==> src/rtl/cfg_unlock_pkg.sv <==
package cfg_unlock_pkg;

  typedef enum logic [2:0] {
    ST_IDLE  = 3'd0,
    ST_WB1   = 3'd1,
    ST_WB2   = 3'd2,
    ST_DC1   = 3'd3,
    ST_DC2   = 3'd4,
    ST_KEY   = 3'd5
  } seqState_e;

  typedef struct packed {
    logic capRda;
    logic loadCfg;
    logic pass;
    logic block;
    logic rdInv;
    logic err;
  } ctlStrobe_t;

  localparam int KEY_BURST_BIT = 0;
  localparam int KEY_PWR_LSB   = 1;
  localparam int PWR_W         = 2;
  localparam logic [PWR_W-1:0] PWR_SLEEP   = 2'd0;
  localparam logic [PWR_W-1:0] PWR_ILLEGAL = 2'd3;

endpackage

==> src/rtl/cfg_unlock_ctrl.sv <==
module cfg_unlock_ctrl
  import cfg_unlock_pkg::*;
(
  input  logic       clk,
  input  logic       rstN,
  input  logic       rdStb,
  input  logic       wrStb,
  input  logic       standby,
  input  logic       addrTop,
  input  logic       dataMatch,
  input  logic       keyLegal,
  output ctlStrobe_t strb
);

  seqState_e state, stateNext;
  logic      sawStandby;
  logic      anyAcc;

  assign anyAcc = rdStb | wrStb;

  always_ff @(posedge clk) begin
    if (!rstN) begin
      sawStandby <= 1'b1;
    end else if (anyAcc) begin
      sawStandby <= 1'b0;
    end else if (standby) begin
      sawStandby <= 1'b1;
    end
  end

  always_ff @(posedge clk) begin
    if (!rstN) state <= ST_IDLE;
    else       state <= stateNext;
  end

  always_comb begin
    stateNext = state;
    strb      = '0;
    if (anyAcc) begin
      if (!sawStandby) begin
        strb.err  = 1'b1;
        strb.pass = wrStb;
        stateNext = ST_IDLE;
      end else begin
        unique case (state)
          ST_IDLE: begin
            if (rdStb && addrTop) begin
              strb.capRda = 1'b1;
              stateNext   = ST_WB1;
            end else begin
              strb.pass = wrStb;
            end
          end
          ST_WB1, ST_WB2: begin
            if (wrStb) begin
              strb.pass = 1'b1;
              if (addrTop && dataMatch)
                stateNext = (state == ST_WB1) ? ST_WB2 : ST_DC1;
              else
                stateNext = ST_IDLE;
            end else if (addrTop) begin
              strb.capRda = 1'b1;
              stateNext   = ST_WB1;
            end else begin
              stateNext = ST_IDLE;
            end
          end
          ST_DC1, ST_DC2: begin
            if (wrStb) begin
              strb.block = 1'b1;
              if (addrTop)
                stateNext = (state == ST_DC1) ? ST_DC2 : ST_KEY;
              else
                stateNext = ST_IDLE;
            end else if (addrTop) begin
              strb.capRda = 1'b1;
              stateNext   = ST_WB1;
            end else begin
              stateNext = ST_IDLE;
            end
          end
          ST_KEY: begin
            if (rdStb) begin
              strb.rdInv   = 1'b1;
              strb.loadCfg = keyLegal;
            end else begin
              strb.pass = 1'b1;
            end
            stateNext = ST_IDLE;
          end
          default: stateNext = ST_IDLE;
        endcase
      end
    end
  end

endmodule

==> src/rtl/cfg_unlock_dp.sv <==
module cfg_unlock_dp
  import cfg_unlock_pkg::*;
#(
  parameter int AW = 23,
  parameter int DW = 16
) (
  input  logic             clk,
  input  logic             rstN,
  input  ctlStrobe_t       strb,
  input  logic [AW-1:0]    addr,
  input  logic [DW-1:0]    wrData,
  input  logic [DW-1:0]    rdData,
  output logic             addrTop,
  output logic             dataMatch,
  output logic             keyLegal,
  output logic             cfgBurst,
  output logic [PWR_W-1:0] cfgPwr,
  output logic             wrPass,
  output logic             wrBlock,
  output logic             rdInvalid,
  output logic             protoErr,
  output logic             cfgApplied
);

  localparam int PWR_MSB = KEY_PWR_LSB + PWR_W - 1;

  logic [DW-1:0]    rdaReg;
  logic [PWR_W-1:0] keyPwr;

  assign keyPwr    = addr[PWR_MSB:KEY_PWR_LSB];
  assign addrTop   = &addr;
  assign dataMatch = (wrData == rdaReg);
  assign keyLegal  = (keyPwr != PWR_ILLEGAL);

  always_ff @(posedge clk) begin
    if (!rstN) begin
      rdaReg <= '0;
    end else if (strb.capRda) begin
      rdaReg <= rdData;
    end
  end

  always_ff @(posedge clk) begin
    if (!rstN) begin
      cfgBurst <= 1'b0;
      cfgPwr   <= PWR_SLEEP;
    end else if (strb.loadCfg) begin
      cfgBurst <= addr[KEY_BURST_BIT];
      cfgPwr   <= keyPwr;
    end
  end

  always_ff @(posedge clk) begin
    if (!rstN) begin
      wrPass     <= 1'b0;
      wrBlock    <= 1'b0;
      rdInvalid  <= 1'b0;
      protoErr   <= 1'b0;
      cfgApplied <= 1'b0;
    end else begin
      wrPass     <= strb.pass;
      wrBlock    <= strb.block;
      rdInvalid  <= strb.rdInv;
      protoErr   <= strb.err;
      cfgApplied <= strb.loadCfg;
    end
  end

endmodule

==> src/rtl/cfg_unlock_seq.sv <==
module cfg_unlock_seq
  import cfg_unlock_pkg::*;
#(
  parameter int AW = 23,
  parameter int DW = 16
) (
  input  logic          clk,
  input  logic          rstN,
  input  logic          rdStb,
  input  logic          wrStb,
  input  logic          standby,
  input  logic [AW-1:0] addr,
  input  logic [DW-1:0] wrData,
  input  logic [DW-1:0] rdData,
  output logic          cfgBurst,
  output logic [1:0]    cfgPwr,
  output logic          wrPass,
  output logic          wrBlock,
  output logic          rdInvalid,
  output logic          protoErr,
  output logic          cfgApplied
);

  ctlStrobe_t strb;
  logic       addrTop;
  logic       dataMatch;
  logic       keyLegal;

  cfg_unlock_ctrl uCtrl (
    .clk       (clk),
    .rstN      (rstN),
    .rdStb     (rdStb),
    .wrStb     (wrStb),
    .standby   (standby),
    .addrTop   (addrTop),
    .dataMatch (dataMatch),
    .keyLegal  (keyLegal),
    .strb      (strb)
  );

  cfg_unlock_dp #(.AW(AW), .DW(DW)) uDp (
    .clk        (clk),
    .rstN       (rstN),
    .strb       (strb),
    .addr       (addr),
    .wrData     (wrData),
    .rdData     (rdData),
    .addrTop    (addrTop),
    .dataMatch  (dataMatch),
    .keyLegal   (keyLegal),
    .cfgBurst   (cfgBurst),
    .cfgPwr     (cfgPwr),
    .wrPass     (wrPass),
    .wrBlock    (wrBlock),
    .rdInvalid  (rdInvalid),
    .protoErr   (protoErr),
    .cfgApplied (cfgApplied)
  );

endmodule

==> config.mk <==
export PLATFORM = sky130hd
export DESIGN_NAME = cfg_unlock_seq
export DESIGN_NICKNAME = d
export VERILOG_FILES = /design/src/rtl/cfg_unlock_pkg.sv /design/src/rtl/cfg_unlock_ctrl.sv /design/src/rtl/cfg_unlock_dp.sv /design/src/rtl/cfg_unlock_seq.sv
export SDC_FILE = /design/constraint.sdc
export NUM_CORES = 1
export LEC_CHECK = 0
export BUFFER_PORTS_ARGS = -buffer_cell sky130_fd_sc_hd__buf_4
export CORE_MARGIN = 2
export CORE_UTILIZATION = 49
export CTS_CLUSTER_DIAMETER = 50
export DETAILED_ROUTE_END_ITERATION = 8
export GPL_TIMING_DRIVEN = 0
export HOLD_SLACK_MARGIN = 0.05
export PLACE_DENSITY_LB_ADDON = 0.12
export SYNTH_ARGS = -nofsm -noshare
export SYNTH_HDL_FRONTEND = slang
export SYNTH_SLANG_ARGS = --single-unit
==> constraint.sdc <==
create_clock -name clk -period 3.5 [get_ports clk]
set_input_delay 0.175 -clock clk [delete_from_list [all_inputs] [get_ports clk]]
set_output_delay 0.175 -clock clk [all_outputs]
set_load 0.01 [all_outputs]
==> results of run 1 <==
[critical path: cells and delay by family, from the launching register on]
kind	cells	cell delay [ps]
AOI/OAI and AO/OA	1	290
buffers and inverters	3	460
DFF	1	340
muxes	1	160
and+or+nand+nor	2	410
[per-layer routing]
layer | track usage | share of wire
met1 | 0.2110 | 0.38
met2 | 0.4013 | 0.52
met3 | 0.03736 | 0.090
met4 | 0.05195 | 0.010
met5 | 0 | 0
[cells by family (layout without fill, tap and decap cells)]
family	Yosys count	after routing	synth area share
AOI/OAI and AO/OA	22	22	0.1207
xor gates and xnor gates	16	16	0.09589
buffers and inverters	10	80	0.03339
and+or+nand+nor	60	60	0.2432
DFF	28	28	0.3836
muxes	18	18	0.1233
[cell type report]
class                           instances  share of cell area
Buffer                                  8             0.02016
Sequential cell                        28              0.2737
Timing Repair Buffer                   66              0.2419
Tap cell                               31             0.01894
Inverter                                2            0.003665
Clock inverter                          1             0.01466
Clock buffer                            3             0.01100
Multi-Input combinational cell        116              0.4160
[sequential cells by signal, summed over array words and instances, names as in the netlist]
name,count
uDp.cfgPwr,2
uDp.wrPass,1
uDp.rdInvalid,1
uDp.protoErr,1
uDp.rdaReg,16
uCtrl.state,3
uDp.wrBlock,1
uDp.cfgApplied,1
uCtrl.sawStandby,1
uDp.cfgBurst,1
[how the worst min path moves through the flow]
stage                           endpoint  slack (ps)  cells past startpoint
after floorplan            uDp.rdaReg[0]         340                      2
after global placement     uDp.rdaReg[3]         430                      3
after detailed placement   uDp.rdaReg[1]         440                      3
after CTS                 uDp.rdaReg[14]          90                      3
after global routing       uDp.rdaReg[0]          90                      3
final                      uDp.rdaReg[3]          90                      3
[metrics by stage]
step                instances  utilization  area, sq um
detailed placement        251       0.7114         1996
floorplan                 154            -         1461
global route              255       0.7302         2048
finish                    255       0.7302         2048
CTS                       255       0.7302         2048
global placement          251       0.7114         1996
[Yosys cell counts, drive strengths merged]
cell type / n / area share
a21o: 1 / 0.0051
a21oi: 4 / 0.016
a2bb2oi: 1 / 0.0060
a31o: 1 / 0.0060
a31oi: 2 / 0.0086
and2: 2 / 0.0086
buf: 2 / 0.013
clkbuf: 6 / 0.015
dfxtp: 28 / 0.38
inv: 2 / 0.0051
mux2i: 18 / 0.12
nand2: 5 / 0.013
nand3: 3 / 0.010
nand4: 11 / 0.051
nor2: 11 / 0.028
nor2b: 21 / 0.090
nor3: 2 / 0.0068
nor3b: 2 / 0.010
nor4: 2 / 0.019
o2111a: 1 / 0.0077
o2111ai: 2 / 0.024
o211ai: 1 / 0.0051
o21ai: 5 / 0.017
o221a: 2 / 0.015
o22ai: 1 / 0.0043
o31ai: 1 / 0.0051
or2: 1 / 0.0060
xnor2: 16 / 0.096
[power by group]
group | leakage, nW | total (mW) | internal [mW] | switching (mW)
logic | 0.685 | 0.0947 | 0.0602 | 0.0345
registers | 0.226 | 0.322 | 0.321 | 0.000558
clock network | 0.0279 | 0.212 | 0.116 | 0.0957
total | 0.939 | 0.628 | 0.497 | 0.131
==> impl_metrics.toml, run 1 <==
[routing]
vias = 1378
routed_wl_mm = 3.353
drc = 4
drtIter0Drc = 40
wire_per_inst_um = 13.15
avgViaCountPerCell = 5.404
first_pass_iters = 6
detail-route-antenna-nets = 0

[worst_setup_path]
r2r_cells = 7
criticalPathCategory = "reg -> reg"
slowest_delay_ps = 350
setup.worst_path.end = "uDp.rdaReg[5]"
crit_chain = "buf_4, inv_1, nor3_1, o2111ai_4, buf_6, mux2i_1, nor2b_1"
cp.required_ps = 3740
path_max_fanout = 10
cp.arrival_ps = 1990
cp-end-kind = "flip-flop"
worst_setup_path_start_kind = "flip-flop"
worstReg2RegStart = "uCtrl.sawStandby"
timing.rr.end = "uDp.rdaReg[5]"
rrSetupSlack_ps = 1750
crit_start = "uCtrl.sawStandby"
cp_slowest_cell = "nor3_1"

[timing]
period_share = 0.5012
whs_ps = 85.81
grt_setup_unrepaired = "false"
hold_violations = 0
finalWorstSetupSlack_ps = 1746
fmaxAchievable_mhz = 570.0
slew_headroom = 0.7135
finalSetupTns_ps = 0
tightest_slew_ps = 425.8
finalSetupViolCount = 0
slew_violations = 0
skew_ps = 2.823
fin_crit_ps = 1754

[cells_and_area]
mostFrequentLayoutCell = "buf_4"
multi_input_area_sq_um = 852.1
fin_nets = 285
layout-drive-gt1-share = 0.3571
layout_common_cells = "67 x buf_4, 28 x dfxtp_1, 21 x nor2b_1, 18 x mux2i_1, 16 x xnor2_1"
fillCellCount = 228
syn_to_final_growth_pct = 40.15
register_area_sq_um = 560.5
n_antenna_cell = 0

[status]
violations = "design-rule violations"
outcome = "finished, violations left"

[flow_run]
cap_violations = 0

[global_route]
grt_pass1_vias = 1322
grt_usage = 0.2006
grt_overflow = 0
antenna_found_initial = 0
grt_max_degree = 17
grt_pass1_wl_mm = 5.319

[clock_network]
cts_hold_buf = 0
cts_setup_buffers = 0
cts.reportedPaths.clkPinSlew_ps = 150
cts_resized = 0
ctsLongestPathBuffers = 2
clock_latency_ps = 330
htreeDepth = 1
cts_tree = "yes"
root_buffer = "clkbuf_4"
clock_sink_count = 28
cts_buffers = 3

[placement]
place_hpwl_mm = 2.675
port_buffers = 66
gp_congestion = 0.8455
pre_cts_slack_ps = 1702

[synthesis]
syn_area_sq_um = 1461
synth_seq_cells = 28
seq_area_frac_synth = 0.3836
ys.warnings.count = 0
syn_area_per_cell_sq_um = 9.490
synth_cell_types = 33
synthCells = 154
synth.net_count = 214

[floorplanning]
die_area_sq_um = 3435
start_util = 0.5210
dieWidth_um = 58.61
ios = 68
design.core.area_sq_um = 2805
std_cell_rows = 19
die-height_um = 58.61

[power]
p_leak_nw = 0.9390
p_per_area_nw_per_um2 = 306.6
total_power_uw = 627.9
ir_drop_v = 0.0001657

[hold_path]
hold_class = "in -> reg"
worstHoldStart = "rdData[3]"
Power figures use the tool's default switching activity.
==> run 2: changes to the inputs <==
Settings changed: CORE_UTILIZATION 49 to 41.
Clock period 3.5 ns to 1.46 ns, I/O delays scaled along.
==> run 2 against run 1 <==
Net effect: the run ends with negative setup slack left; combinational power rose to 2.9 times the previous value; global-route usage fell by 0.54 points; largest cell class unchanged; final cell count is 16% higher; highest routed layer unchanged; hold slack worse by 15 ps; non-clock buffer count up 26; clock skew shrank 0.78 ps; largest power group unchanged.
==> impl_metrics.toml, run 2 (synthesis gave the netlist of run 1 again) <==
[floorplanning]
std_cell_rows = 21
die-height_um = 63.70
start_util = 0.4312
design.core.area_sq_um = 3390
ios = 68
dieWidth_um = 63.70
die_area_sq_um = 4058

[clock_network]
root_buffer = "clkbuf_4"
clock_latency_ps = 330
htreeDepth = 1
clock_sink_count = 28
ctsLongestPathBuffers = 2
cts_buffers = 3
cts_tree = "yes"
cts.reportedPaths.clkPinSlew_ps = 150

[timing]
hold_violations = 0
finalWorstSetupSlack_ps = -57.96
grt_setup_unrepaired = "true"
fmaxAchievable_mhz = 658.8
tightest_slew_ps = 431.7
period_share = 1.040
finalSetupViolCount = 16
whs_ps = 71.23
slew_headroom = 0.7122
skew_ps = 2.043
fin_crit_ps = 1518
slew_violations = 0

[global_route]
grt_pass1_vias = 1433
globalRouteMet3Util = 0.02857
grt_pass1_wl_mm = 6.258
grt_usage = 0.1952
antenna_found_initial = 0
busiest_layer = "met2"
grt_use_met1 = 0.2378
grt_overflow = 0
grt_max_degree = 17
use_met2 = 0.3487

[cells_and_area]
largest_reg_flops = 16
top_regs = "uDp.rdaReg x16, uCtrl.state x3, uDp.cfgPwr x2"
mostFrequentLayoutCell = "buf_4"
layout_common_cells = "72 x buf_4, 26 x dfxtp_1, 21 x nor2b_1, 20 x dlygate4sd3_1, 18 x mux2i_1"
syn_to_final_growth_pct = 63.36
register_area_sq_um = 568.0
layout-drive-gt1-share = 0.3720
fin_cells = 296
n_antenna_cell = 0
largest_register = "uDp.rdaReg"
fillCellCount = 265
multi_input_area_sq_um = 897.1
fin_nets = 311
fin_util = 0.7043

[power]
p_per_area_nw_per_um2 = 653.0
ir_drop_v = 0.0004377
p_leak_nw = 1.092
total_power_mw = 1.559

[routing]
detail-route-antenna-nets = 0
drtIter0Drc = 47
avgViaCountPerCell = 4.916
routed_wl_mm = 3.946
drc = 0
vias = 1455
wire_per_inst_um = 13.33
first_pass_iters = 4

[worst_setup_path]
path_max_fanout = 8
cp.arrival_ps = 1760
crit_chain = "or2_4, a21oi_4, o2111ai_4, buf_4, mux2i_1, nor2b_1"
critPathBufInv = 1
critPathTopFamily = "flip-flops"
cp_slowest_cell = "dfxtp_4"
cp-end-kind = "flip-flop"
criticalPathCategory = "reg -> reg"
worst_setup_path_start_kind = "flip-flop"
slowest_delay_ps = 400
cp.required_ps = 1710

[status]
outcome = "finished, violations left"
violations = "negative setup slack"

[placement]
place_hpwl_mm = 2.787
gp_congestion = 0.9178
port_buffers = 66
dp.cells = 266

[flow_run]
cap_violations = 0

[hold_path]
hold_class = "in -> reg"
==> run 2: cell types whose count changed in the layout (fill, tap and decap cells not counted), moves of 2 or more <==
cell,delta
dlygate4sd3_1,+20
buf_4,+5
dfxtp_1,-2
dfxtp_4,+2
==> run 2: final timing paths <==
path	startpoint	endpoint	slack [ps]	depth (start not counted)
setup / recovery	uCtrl.state[0]	uDp.rdaReg[10]	-60	6
hold / removal	addr[2]	uDp.cfgApplied	70	3
setup reg to reg	uCtrl.state[0]	uDp.rdaReg[10]	-60	6
hold reg to reg	uCtrl.state[1]	uCtrl.state[1]	510	2
==> run 2: report_power, final <==
group	switching (mW)	internal, mW	leakage, nW
Clock	0.235	0.278	0.0279
Combinational	0.0979	0.180	0.836
Sequential	0.00137	0.766	0.228
Total	0.335	1.22	1.09
==> run 2: metrics by stage <==
step	instance area [sq um]	worst slack, ps	setup TNS, ps
after detailed placement	2032	-277.5	-2137
after global placement	2032	-200.7	-1522
after CTS	2315	-16.61	-52.37
after global routing	2387	-124.7	-1508
final	2387	-57.96	-378.6
after floorplan	1479	7.525	0
==> run 2: repair_timing <==
action                     4_1_cts  5_1_grt
setup endpoints to repair       20       19
pin swaps                        3        3
hold buffers                    20        0
setup buffers                    3        2
resized for setup                2        8
gates cloned                     0        1
hold endpoints to repair        20        0
==> run 2: worst min-delay path, cell delays in order <==
cell and delay (ps):
buf_4 100, a21oi_2 60, and2_1 150
==> run 2: routing by layer <==
layer  part of all wire  routed length (um)  vias to the layer above
li1                   -                   -                      739
met1               0.44                1729                      672
met2               0.51                1997                       40
met3              0.042                 167                        4
met4              0.013                  51                        0
met5                  0                   0                        -
==> run 2: cell type report <==
cell class,count,area share
Multi-Input combinational cell,116,0.3758
Timing Repair Buffer,92,0.3176
Sequential cell,28,0.2379
Tap cell,46,0.02411
Buffer,8,0.01939
Clock inverter,1,0.01258
Clock buffer,3,0.009434
Inverter,2,0.003145
==> run 3: changes to the inputs <==
Settings changed: MAX_ROUTING_LAYER set to met4.
==> run 3 against run 2 <==
Net effect: the flow still finishes with violations (negative setup slack); die area stayed put; highest routed layer unchanged; sequential power up 0.5%; utilization fell by 1.6 points; setup slack improved by 49 ps; routed wire length shrank 0.79%; clock-buffer cell count stayed put; largest power group unchanged; largest cell class unchanged; non-clock buffer count down 4; register-to-register slack better by 50 ps.
==> impl_metrics.toml, run 3 (synthesis gave the netlist of run 1 again) <==
[status]
violations = "negative setup slack"
outcome = "finished, violations left"

[power]
ir_drop_v = 0.0003576
internal-power_mw = 1.226
p_leak_nw = 1.059
p_per_area_nw_per_um2 = 665.0
total_power_mw = 1.553
combPwrFrac = 0.178
p_seq_frac = 0.497
power.switching_uw = 326.9
clock_power_share = 0.326
netSwitchingFraction = 0.2106

[cells_and_area]
fin_cells = 292
layout-drive-gt1-share = 0.3862
fin_util = 0.6888
multi_input_area_sq_um = 899.6
fillCellCount = 267
mostFrequentLayoutCell = "buf_4"
top_regs = "uDp.rdaReg x16, uCtrl.state x3, uDp.cfgPwr x2"
layout_common_cells = "70 x buf_4, 23 x dfxtp_1, 21 x nor2b_1, 19 x dlygate4sd3_1, 18 x mux2i_1"
fin_nets = 307
largest_register = "uDp.rdaReg"
register_area_sq_um = 566.8
syn_to_final_growth_pct = 59.76
largest_reg_flops = 16
n_antenna_cell = 0

[hold_path]
worstHoldStart = "addr[1]"
hold_path_depth = 2
hold_class = "in -> reg"
hold_end = "uDp.cfgPwr[0]"

[timing]
whs_ps = 59.29
slew_violations = 0
grt_setup_unrepaired = "true"
hold_violations = 0
period_share = 1.006
finalSetupViolCount = 5
slew_headroom = 0.7150
tightest_slew_ps = 427.5
fmaxAchievable_mhz = 680.8
skew_ps = 1.305
fin_crit_ps = 1469
finalWorstSetupSlack_ps = -8.757

[worst_setup_path]
path_max_fanout = 7
cp.required_ps = 1700
criticalPathCategory = "reg -> reg"
cp_slowest_cell = "dfxtp_2"
timing.rr.end = "uDp.rdaReg[10]"
rrSetupSlack_ps = -9
crit_chain = "or2_4, nor2_2, o2111ai_4, buf_4, mux2i_1, nor2b_1"
cp.arrival_ps = 1700
crit_start = "uCtrl.state[1]"
worst_setup_path_start_kind = "flip-flop"
r2r_cells = 6
worstReg2RegStart = "uCtrl.state[1]"
slowest_delay_ps = 390
cp-end-kind = "flip-flop"

[routing]
first_pass_iters = 4
vias = 1451
drtIter0Drc = 51
drc = 0
avgViaCountPerCell = 4.969
detail-route-antenna-nets = 0
routed_wl_mm = 3.915
wire_per_inst_um = 13.41

[floorplanning]
die-height_um = 63.70
ios = 68
std_cell_rows = 21
start_util = 0.4312
dieWidth_um = 63.70
die_area_sq_um = 4058
design.core.area_sq_um = 3390

[placement]
gp_congestion = 0.9378
dp.cells = 266
place_hpwl_mm = 2.801
port_buffers = 66
pre_cts_slack_ps = -295.1

[global_route]
globalRouteMet3Util = 0.03214
grt_max_degree = 17
grt_overflow = 0
antenna_found_initial = 0
grt_usage = 0.2060
busiest_layer = "met2"
use_met2 = 0.3684
grt_pass1_vias = 1467
grt_pass1_wl_mm = 6.555
grt_use_met1 = 0.2387

[clock_network]
root_buffer = "clkbuf_4"
ctsLongestPathBuffers = 2
cts_tree = "yes"
htreeDepth = 1
clock_sink_count = 28
clock_latency_ps = 320
cts_buffers = 3
cts.reportedPaths.clkPinSlew_ps = 150

[flow_run]
cap_violations = 0
run 3: cell type report:
type / instances / area share
clock buffer: 3 / 0.009646
tap: 46 / 0.02465
clock inverter: 1 / 0.01286
inverter: 2 / 0.003215
sequential: 28 / 0.2428
multi-input combinational: 116 / 0.3853
timing repair buffer: 88 / 0.3033
buffer: 8 / 0.01822
run 3: routing by layer:
metal  vias up  routed length (um)
li1        732                   -
met1       678                1657
met2        39                2080
met3         2                 157
met4         0                  20
met5         -                   0
run 3: repair_timing:
action                                 in CTS  in global routing
endpoints found under the hold margin      19                  0
gates resized for setup                     2                  8
hold buffers                               19                  0
buffers inserted                            2                  1
setup endpoints to repair                  16                 21
pin swaps                                   3                  3
run 3: worst max-delay path, delay by kind of cell, from the launching register on:
kind                   cells  cell delay (ps)
AOI/OAI and AO/OA          1              150
and+or+nand+nor            3              480
muxes                      1              150
buffers and inverters      1              210
DFF                        1              390
run 3: how the worst max path moves through the flow:
stage	to	slack, ps	cells past startpoint
after floorplan	uDp.rdaReg[0]	8	6
after CTS	uDp.rdaReg[14]	-30	6
after global routing	uDp.rdaReg[1]	-90	6
final	uDp.rdaReg[10]	-9	6
after global placement	uDp.cfgBurst	-200	5
after detailed placement	uDp.cfgBurst	-300	5
run 3: per-stage QoR:
| step | setup TNS [ps] | cell area [sq um] |
|---|---|---|
| global placement | -1512 | 2032 |
| detailed placement | -2172 | 2032 |
| CTS | -78.28 | 2297 |
| finish | -35.18 | 2335 |
| global route | -1131 | 2335 |
| floorplan | 0 | 1479 |
run 3: power by group through the flow:
| stage | Sequential, mW | Combinational (mW) | Clock, mW |
|---|---|---|---|
| 5_1_grt | 0.773 | 0.297 | 0.549 |
| 3_3_place_gp | 0.787 | 0.223 | 0 |
| 6_report | 0.771 | 0.276 | 0.506 |
| 4_1_cts | 0.771 | 0.271 | 0.515 |
| 3_5_place_dp | 0.788 | 0.228 | 0 |
| 2_1_floorplan | 0.789 | 0.0759 | 0 |
